--- src/rtl/pvc_pkg.sv ---
package pvc_pkg;
  typedef enum logic [1:0] {
    ST_IDLE    = 2'd0,
    ST_WAIT_UP = 2'd1,
    ST_DROP    = 2'd2,
    ST_WAIT_DN = 2'd3
  } pvcState_e;

  typedef struct packed {
    logic takeUp;
    logic takeDown;
    logic takeSame;
    logic dropVolt;
    logic tick;
    logic commit;
    logic step;
  } pvcStrobe_t;
endpackage

--- src/rtl/pvc_datapath.sv ---
module pvc_datapath #(
  parameter int NUM_LEVELS = 8,
  parameter int TIMER_W    = 16,
  parameter int LW         = 4
) (
  input  logic                  clk,
  input  logic                  rstN,
  input  logic [NUM_LEVELS-1:0] reqCode,
  input  logic                  reqValid,
  input  logic [TIMER_W-1:0]    settleTime,
  input  logic [LW-1:0]         supplyLevel,
  input  pvc_pkg::pvcStrobe_t   strb,
  output logic                  pendValid,
  output logic                  pendUp,
  output logic                  pendDown,
  output logic                  timerZero,
  output logic                  stepAvail,
  output logic [NUM_LEVELS-1:0] curTherm,
  output logic [LW-1:0]         voltCode,
  output logic                  reqErr
);
  logic [LW-1:0]      pendLvl, tgtLvl, curLvl, voltLvl, reqCnt;
  logic [NUM_LEVELS-1:0] reqExp;
  logic [TIMER_W-1:0] timer;
  logic               codeOk, errFlag, anyTake;

  always_comb begin
    reqCnt = '0;
    for (int i = 0; i < NUM_LEVELS; i++) reqCnt = reqCnt + LW'(reqCode[i]);
    for (int i = 0; i < NUM_LEVELS; i++) reqExp[i] = (LW'(i) < reqCnt);
  end
  assign codeOk  = (reqExp == reqCode);
  assign anyTake = strb.takeUp | strb.takeDown | strb.takeSame;

  always_ff @(posedge clk or negedge rstN) begin
    if (!rstN) begin
      pendValid <= 1'b0;
      pendLvl   <= LW'(1);
      errFlag   <= 1'b0;
    end else begin
      if (reqValid && codeOk) begin
        pendValid <= 1'b1;
        pendLvl   <= reqCnt;
      end else if (anyTake) begin
        pendValid <= 1'b0;
      end
      if (reqValid && !codeOk) errFlag <= 1'b1;
    end
  end

  always_ff @(posedge clk or negedge rstN) begin
    if (!rstN) begin
      tgtLvl  <= LW'(1);
      curLvl  <= LW'(1);
      voltLvl <= LW'(1);
      timer   <= '0;
    end else begin
      if (strb.takeUp || strb.takeDown) tgtLvl <= pendLvl;
      if (strb.takeUp)        voltLvl <= pendLvl;
      else if (strb.dropVolt) voltLvl <= tgtLvl;
      if (strb.takeDown)    curLvl <= pendLvl;
      else if (strb.commit) curLvl <= tgtLvl;
      else if (strb.step)   curLvl <= supplyLevel;
      if (strb.takeUp || strb.dropVolt) timer <= settleTime;
      else if (strb.tick && timer != '0) timer <= timer - 1'b1;
    end
  end

  assign pendUp    = pendLvl > curLvl;
  assign pendDown  = pendLvl < curLvl;
  assign timerZero = (timer == '0);
  assign stepAvail = (supplyLevel > curLvl) && (supplyLevel < tgtLvl);
  assign voltCode  = voltLvl;
  assign reqErr    = errFlag;

  for (genvar g = 0; g < NUM_LEVELS; g++) begin : gTherm
    assign curTherm[g] = (curLvl > LW'(g));
  end


  safe_volt_chk: assert property (@(posedge clk) disable iff (!rstN)
    curLvl <= voltLvl);


  err_sticky_chk: assert property (@(posedge clk) disable iff (!rstN)
    errFlag |=> errFlag);


  track_bound_chk: assert property (@(posedge clk) disable iff (!rstN)
    strb.step |=> (curLvl < tgtLvl) && (curLvl > $past(curLvl)));
endmodule

--- src/rtl/pvc_control.sv ---
module pvc_control (
  input  logic                clk,
  input  logic                rstN,
  input  logic                pollMode,
  input  logic                supplyOk,
  input  logic                pendValid,
  input  logic                pendUp,
  input  logic                pendDown,
  input  logic                timerZero,
  input  logic                stepAvail,
  output pvc_pkg::pvcStrobe_t strb,
  output logic                busy
);
  import pvc_pkg::*;

  pvcState_e state, nxt;
  logic      done;

  assign done = pollMode ? supplyOk : timerZero;

  always_comb begin
    strb = '0;
    nxt  = state;
    unique case (state)
      ST_IDLE: if (pendValid) begin
        if (pendUp) begin
          strb.takeUp = 1'b1;
          nxt = ST_WAIT_UP;
        end else if (pendDown) begin
          strb.takeDown = 1'b1;
          nxt = ST_DROP;
        end else begin
          strb.takeSame = 1'b1;
        end
      end
      ST_WAIT_UP: if (done) begin
        strb.commit = 1'b1;
        nxt = ST_IDLE;
      end else begin
        strb.tick = 1'b1;
        strb.step = pollMode && stepAvail;
      end
      ST_DROP: begin
        strb.dropVolt = 1'b1;
        nxt = ST_WAIT_DN;
      end
      ST_WAIT_DN: if (done) nxt = ST_IDLE;
                  else strb.tick = 1'b1;
      default: nxt = ST_IDLE;
    endcase
  end

  always_ff @(posedge clk or negedge rstN) begin
    if (!rstN) state <= ST_IDLE;
    else       state <= nxt;
  end

  assign busy = (state != ST_IDLE);


  poll_hold_chk: assert property (@(posedge clk) disable iff (!rstN)
    (state == ST_WAIT_UP && pollMode && !supplyOk) |=> (state == ST_WAIT_UP));
endmodule

--- src/rtl/perf_volt_ctrl.sv ---
module perf_volt_ctrl #(
  parameter int         NUM_LEVELS = 8,
  parameter int         TIMER_W    = 16,
  parameter logic [7:0] REV_ID     = 8'h21
) (
  input  logic                               clk,
  input  logic                               rstN,
  input  logic [NUM_LEVELS-1:0]              reqLevel,
  input  logic                               reqValid,
  input  logic                               pollMode,
  input  logic [TIMER_W-1:0]                 settleTime,
  input  logic                               supplyOk,
  input  logic [$clog2(NUM_LEVELS+1)-1:0]    supplyLevel,
  output logic [NUM_LEVELS-1:0]              curLevel,
  output logic [$clog2(NUM_LEVELS+1)-1:0]    voltCode,
  output logic                               busy,
  output logic                               reqErr,
  output logic [7:0]                         revId
);
  localparam int LW = $clog2(NUM_LEVELS + 1);

  pvc_pkg::pvcStrobe_t strb;
  logic pendValid, pendUp, pendDown, timerZero, stepAvail;

  pvc_datapath #(.NUM_LEVELS(NUM_LEVELS), .TIMER_W(TIMER_W), .LW(LW)) u_dp (
    .clk, .rstN,
    .reqCode(reqLevel), .reqValid, .settleTime, .supplyLevel, .strb,
    .pendValid, .pendUp, .pendDown, .timerZero, .stepAvail,
    .curTherm(curLevel), .voltCode, .reqErr
  );

  pvc_control u_ctl (
    .clk, .rstN, .pollMode, .supplyOk,
    .pendValid, .pendUp, .pendDown, .timerZero, .stepAvail,
    .strb, .busy
  );

  assign revId = REV_ID;
endmodule

--- config.mk ---
export PLATFORM = sky130hd
export DESIGN_NAME = perf_volt_ctrl
export DESIGN_NICKNAME = d
export VERILOG_FILES = /design/src/rtl/pvc_pkg.sv /design/src/rtl/pvc_datapath.sv /design/src/rtl/pvc_control.sv /design/src/rtl/perf_volt_ctrl.sv
export SDC_FILE = /design/constraint.sdc
export NUM_CORES = 1
export LEC_CHECK = 0
export CORE_AREA = 2 2 74 76
export CTS_CLUSTER_DIAMETER = 80
export CTS_CLUSTER_SIZE = 20
export DETAILED_ROUTE_END_ITERATION = 12
export DIE_AREA = 0 0 76 78
export HOLD_SLACK_MARGIN = 0.06
export PLACE_DENSITY = 0.8
export SETUP_SLACK_MARGIN = 0.02
export SLEW_MARGIN = 20
export SYNTH_ARGS = -nofsm -noshare
export SYNTH_HDL_FRONTEND = slang
export SYNTH_SLANG_ARGS = --single-unit
--- constraint.sdc ---
create_clock -name clk -period 3.2 [get_ports clk]
set_input_delay 0.48 -clock clk [delete_from_list [all_inputs] [get_ports clk]]
set_output_delay 0.48 -clock clk [all_outputs]
set_load 0.005 [all_outputs]
==> results of run 1 <==
## power breakdown
| group | switching (mW) | internal [mW] | total (mW) | leakage [nW] |
|---|---|---|---|---|
| Sequential | 0.175 | 0.659 | 0.834 | 0.419 |
| Combinational | 0.539 | 0.661 | 1.20 | 1.05 |
| Clock | 0.173 | 0.231 | 0.404 | 0.0552 |
| Total | 0.887 | 1.55 | 2.44 | 1.52 |
## state kept, by name (all words and copies together), names as in the netlist
register	cells
u_dp.timer	16
u_dp.curLvl	4
u_dp.pendLvl	4
u_dp.tgtLvl	4
u_dp.voltCode	4
u_ctl.state	2
u_dp.pendValid	1
u_dp.reqErr	1
## through the flow
step           utilization, %  area [µm²]  cells  hold slack (ns)  TNS [ns]
3_5_place_dp            64.81        3268    392           0.4561    -9.080
4_1_cts                 67.25        3391    402           0.4844    -5.002
5_1_grt                 67.57        3407    403           0.5365    -5.263
2_1_floorplan               -        2645    268           0.1844    -4.867
3_3_place_gp            64.81        3268    392           0.4552    -8.134
6_report                67.57        3407    403           0.4767    -4.651
## final cells by class
cell class / count / area [µm²]
Timing Repair Buffer: 69 / 636.9
Fill cell: 402 / 1635
Tap cell: 70 / 87.58
Clock inverter: 2 / 35.03
Multi-Input combinational cell: 191 / 1560
Sequential cell: 36 / 905.9
Inverter: 29 / 108.9
Clock buffer: 6 / 72.57
## worst max-delay path, cell delays in order
cell and delay, ns:
buf_8 0.10, ha_4 0.25, inv_2 0.03, fa_1 0.54, fa_1 0.44, inv_2 0.07, fa_2 0.21, inv_2 0.04
fa_2 0.55, inv_2 0.04, or4_1 0.52, a311o_1 0.29, a32oi_2 0.22, nand3_2 0.11, mux2_4 0.31
## worst max path at each step
stage | end | slack, ns | depth (start not counted)
after floorplan | u_dp.pendLvl[3] | -0.99 | 14
after global placement | u_dp.pendLvl[3] | -1.42 | 15
after detailed placement | u_dp.pendLvl[3] | -1.57 | 15
after CTS | u_dp.pendLvl[3] | -0.88 | 15
after global routing | u_dp.pendLvl[3] | -0.91 | 15
final | u_dp.pendLvl[3] | -0.81 | 15
## layout by cell type, fill, tap and decap left out, types with 3 or more instances in the layout
| cell | synthesis | final |
|---|---|---|
| clkdlybuf4s50_1 | 0 | 42 |
| dfrtp_1 | 32 | 32 |
| inv_1 | 29 | 24 |
| buf_4 | 8 | 23 |
| mux2_2 | 21 | 21 |
| mux2i_1 | 14 | 14 |
| ha_1 | 15 | 14 |
| nor3_1 | 12 | 12 |
| nand2_1 | 12 | 11 |
| o21ai_0 | 10 | 10 |
| xor2_1 | 9 | 9 |
| nor2_1 | 9 | 8 |
| or3_1 | 8 | 8 |
| xnor2_1 | 8 | 8 |
| conb_1 | 2 | 8 |
| nand3_1 | 6 | 6 |
| a21oi_1 | 6 | 6 |
| inv_2 | 0 | 5 |
| clkbuf_8 | 0 | 5 |
| nand4_1 | 4 | 4 |
| nor2b_1 | 4 | 4 |
| a221o_1 | 4 | 4 |
| o211ai_1 | 4 | 4 |
| dfstp_2 | 4 | 4 |
| o21a_1 | 3 | 3 |
## repair_timing
action / CTS / global route
pin swaps: 9 / 7
buffers inserted: 2 / 1
endpoints found under the setup margin: 6 / 6
resized for setup: 14 / 4
## kinds of logic after synthesis
kind of cell / synth area share [%]
compound gates: 9.696
xor+xnor: 6.368
fa+ha+maj: 10.32
buf+inv: 7.091
flops: 34.93
mux: 15.10
other cells: 0.2895
simple gates: 16.21
## routing by layer
layer	vias to the layer above	part of all wire, %	track usage (%)	wire length [µm]
met1	1042	42	26.74	2540
met5	-	0	0	0
li1	1052	-	-	-
met3	6	3.9	5.000	236
met2	45	53	40.09	3195
met4	0	0.90	5.636	54
==> results.md, run 1 <==
* Violated checks: negative setup slack
* LEAKAGE at 1.524 nW
* Clk slew on worst S/H paths at about 0.080 ns
* Vias in the first global route at ~2300
* FF-to-FF End: u_dp.timer[1]
* Rows at 26
* Layout cells sized above 1 at 22.22%
* Async set or reset register ratio after synthesis at 100.0%
* Final worst setup slack at -0.8137 ns
* TritonCTS clock tree: built
* Hold wc startpoint: u_dp.reqErr
* Power per Cell Area at ~720 nW/µm²
* Final GP Congestion at slightly above 0.8
* Ys flop type: dfrtp_1
* EDFF count, synth at 0
* Worst Setup Start Kind: input pin
* Unrepaired setup endpoints after global routing: true
* Antenna fix cells at 0
* Reg2Reg Depth at 9
* Root buffer cell: clkbuf_8
* Initial antenna violation count at 0
* Critical Path RT at 3.39 ns
* Maximum clock rate at roughly 250 MHz
* Data arrival time of the worst path at 4.20 ns
* Fin crit share at 125.4%
* Skew-Pair Late Insertion Delay at about 0.30 ns
* IO Count at 55
* Post-route DRC at 0
* Initial Util at 51.44%
* Critical path peak fanout at 2
* Crit Reg-Reg Startpoint: u_dp.curLvl[1]
* Tmin final at around 4.0 ns
* Drt pass-1 iters at 4
* Routed via count at about 2100
* Syn Area/Cell at between 9 and 10 µm²
* Register area share after synthesis at a little over a third
* Place WS at -1.573 ns
* First-iteration detailed-routing DRC count at 83
* HP Class: flop to flop
* Relative slew margins at between 60% and 70%
* Status: finished, violations left
* Syn. warnings at 0
* Die Wd at around 76 µm
* Clock Tree Buf Depth at 2
* Most common cell in the netlist: dfrtp_1
* Hold Path Depth at 1
* Register bit total from synthesis at 36
* Die ar. at ~6000 µm²
* VDD IR max at between 0.0004 and 0.0005 V
* Core area at ~5000 µm²
* Ranking of synthesized cells by area: dfrtp_1 (31%), mux2_2 (9.1%), ha_1 (7.2%), mux2i_1 (5.4%), inv_1 (4.2%)
* Die Ht at 78 µm
* Drt via density at 5.323
* Drt wl/cell at 14.96 µm
* # hold bufs at CTS at 0
* Mapped Cells at between 200 and 300
* Synth top cells by count: dfrtp_1 (32), inv_1 (29), mux2_2 (21)
* Cell Area, Synth at 2594 µm²
* R2R Setup Slk at 0.70 ns
* Leading area contributor after synthesis: dfrtp_1
* Port Buffer Count at 46
* Total Power at between 2 and 2.5 mW
* Clock sinks at 36
* MaxCap Viol Count at 0
* Max-slew violations at 0
* Final Hold Violating Endpoints at 0
* H-tree depth at 2
* CTS Buf Count at 5
* Post-Route WL at between 6 and 7 mm
* CP Capture Type: flop
* Synth top area share at ~31%
* Setup Crit Path Kind: input pin to flop
* Synthesis-to-finish area growth at 31.36%
* Largest net degree at the start of global routing at 37
* Layout Nets at 384
* Worst setup path startpoint: reqLevel[0]
* Hold EP: u_dp.reqErr
* Gr usage total at 22.16%
* Final setup vio count at 6
* Routed Antenna Nets at 0
* First-pass GRT wire length at 10.64 mm
* Grt ovf at 0
* Hpwl dp at 4.723 mm
* Worst Skew at about 0.0066 ns
* Slew of the pin with the lowest slew margin at 0.5799 ns
* Synth unique cells at 47
No activity file was read; power rests on OpenSTA's default activity.
==> run 2, diff against run 1 <==
--- a/config.mk
+++ b/config.mk
@@ -5,11 +5,12 @@
 export SDC_FILE = /design/constraint.sdc
 export NUM_CORES = 1
 export LEC_CHECK = 0
-export CORE_AREA = 2 2 74 76
+export CORE_AREA = 4 4 76 78
 export CTS_CLUSTER_DIAMETER = 80
 export CTS_CLUSTER_SIZE = 20
 export DETAILED_ROUTE_END_ITERATION = 12
-export DIE_AREA = 0 0 76 78
+export DIE_AREA = 0 0 80 82
+export GPL_ROUTABILITY_DRIVEN = 0
 export HOLD_SLACK_MARGIN = 0.06
 export PLACE_DENSITY = 0.8
 export SETUP_SLACK_MARGIN = 0.02
==> run 2 against run 1 <==
Compared with the run above:
- the run still ends with negative setup slack left
- non-clock buffer count is the same
- power increased by 0.98%
- clock power is essentially flat
- cell area grew 0.73%
- flip-flop and latch count is the same
- setup slack lost 0.0031 ns
- die area up 11%
- combinational power about the same
- global-route usage fell by 3.0 points
- clock skew up 0.0064 ns
- first-iteration DRC count up 72%
- cell count did not move
- critical path type unchanged
- critical endpoint is now u_dp.pendLvl[0]
==> results.md, run 2 (synthesis results as in run 1) <==
* Drt via density at between 5 and 6
* DP Area at between 3000 and 4000 µm²
* Worst Skew at about 0.013 ns
* Violated checks: negative setup slack
* Most frequent cells in the layout: clkdlybuf4s50_1 (42), dfrtp_1 (32), inv_1 (24), mux2_2 (21), buf_4 (21)
* Unrepaired setup endpoints after global routing: true
* Slew of the pin with the lowest slew margin at between 0.5 and 0.6 ns
* Drt wl/cell at roughly 15 µm
* Placed insts at ~390
* MaxCap Viol Count at 0
* Power per Cell Area at 717.6 nW/µm²
* CTS Buf Count at 5
* Clock sinks at 36
* Biggest register: u_dp.timer
* Post-Route WL at between 6 and 7 mm
* First-iteration detailed-routing DRC count at roughly 140
* Total Power at between 2 and 2.5 mW
* Rows at 26
* Largest net degree at the start of global routing at 37
* Skew-Pair Late Insertion Delay at 0.30 ns
* Fin crit share at 125.5%
* LEAKAGE at roughly 1.5 nW
* Critical Path RT at about 3.4 ns
* Clk slew on worst S/H paths at about 0.080 ns
* Drt pass-1 iters at 4
* Tmin final at 4.017 ns
* Final setup vio count at 6
* Most common cell after layout, fill and taps aside: clkdlybuf4s50_1
* Die Ht at ~82 µm
* Die Wd at about 80 µm
* Clock Tree Buf Depth at 2
* H-tree depth at 2
* Final Hold Violating Endpoints at 0
* Hold wc startpoint: u_dp.reqErr
* Maximum clock rate at around 250 MHz
* Gr usage total at slightly below 20%
* Initial antenna violation count at 0
* Antenna fix cells at 0
* Hpwl dp at about 4.6 mm
* Worst setup path startpoint: reqLevel[0]
* Final core occ at approximately two thirds
* Setup TNS at -4.542 ns
* Crit Reg-Reg Startpoint: u_dp.curLvl[1]
* First-pass GRT wire length at 9.853 mm
* Grt ovf at 0
* Synthesis-to-finish area growth at 32.32%
* Max reg flops at 16
* Vias in the first global route at between 2000 and 2500
* Layout Nets at between 300 and 400
* Final Cell Area at 3432 µm²
* Final worst setup slack at -0.8168 ns
* Core area at between 5000 and 6000 µm²
* Die ar. at ~6600 µm²
* Setup Crit Path Kind: input pin to flop
* IO Count at 55
* Max-slew violations at 0
* Root buffer cell: clkbuf_8
* VDD IR max at between 0.0003 and 0.0004 V
* Status: finished, violations left
* Reg2Reg Depth at 9
* Relative slew margins at between 60% and 70%
* TritonCTS clock tree: built
* Layout Cells excl Fill at 403
* Min Hold Slack at 0.4907 ns
* Worst Setup Start Kind: input pin
* Layout cells sized above 1 at approximately 22%
* Routed via count at 2153
* CP Capture Type: flop
* Critical path peak fanout at 4
* Routed Antenna Nets at 0
* Port Buffer Count at 46
* Place WS at -1.513 ns
* Initial Util at between 50% and 60%
* HP Class: flop to flop
* Hold Path Depth at 1
* Post-route DRC at 0
* Data arrival time of the worst path at about 4.2 ns
[run 2: cell type report]
type                            count  area (µm²)
Multi-Input combinational cell    191        1578
Sequential cell                    36       905.9
Clock inverter                      2       35.03
Timing Repair Buffer               69       644.4
Tap cell                           70       87.58
Fill cell                         425        1643
Inverter                           29       108.9
Clock buffer                        6       72.57
[run 2: path summary, 6_finish.rpt]
| check | to | slack (ns) |
|---|---|---|
| min | u_dp.reqErr | 0.49 |
| min reg2reg | u_dp.reqErr | 0.49 |
| max in group asynchronous | u_dp.curLvl[0] | 2.24 |
| max | u_dp.pendLvl[0] | -0.82 |
| min in group asynchronous | u_dp.timer[12] | 0.59 |
| max reg2reg | u_dp.timer[13] | 0.68 |
[run 2: timing repair]
item | 4_1_cts | 5_1_grt
pin swaps | 9 | 5
setup buffers | 3 | 0
endpoints found under the setup margin | 6 | 6
endpoints found under the hold margin | 0 | 0
resized for setup | 14 | 8
hold buffers | 0 | 0
[run 2: per-layer routing]
metal / part of all wire [%] / up-vias / GRT usage [%] / wire length, µm
li1: - / 1052 / - / -
met1: 42 / 1043 / 23.24 / 2580
met2: 53 / 51 / 34.60 / 3206
met3: 3.7 / 7 / 4.057 / 226
met4: 1.2 / 0 / 5.068 / 73
met5: 0 / - / 0 / 0
[run 2: report_power, final]
| group | internal (mW) | switching, mW | total (mW) |
|---|---|---|---|
| Combinational | 0.675 | 0.553 | 1.23 |
| Sequential | 0.660 | 0.174 | 0.833 |
| Clock | 0.231 | 0.171 | 0.402 |
| Total | 1.57 | 0.897 | 2.46 |
[run 2: worst max-delay path, stage by stage]
cell and delay (ns):
buf_8 0.10, ha_4 0.25, inv_2 0.03, fa_1 0.46, fa_1 0.56, inv_2 0.04, fa_2 0.34, inv_2 0.07
fa_2 0.45, buf_6 0.14, nor2_4 0.08, or4b_4 0.47, a32oi_2 0.27, nand3_2 0.14, buf_6 0.16, mux2i_1 0.18
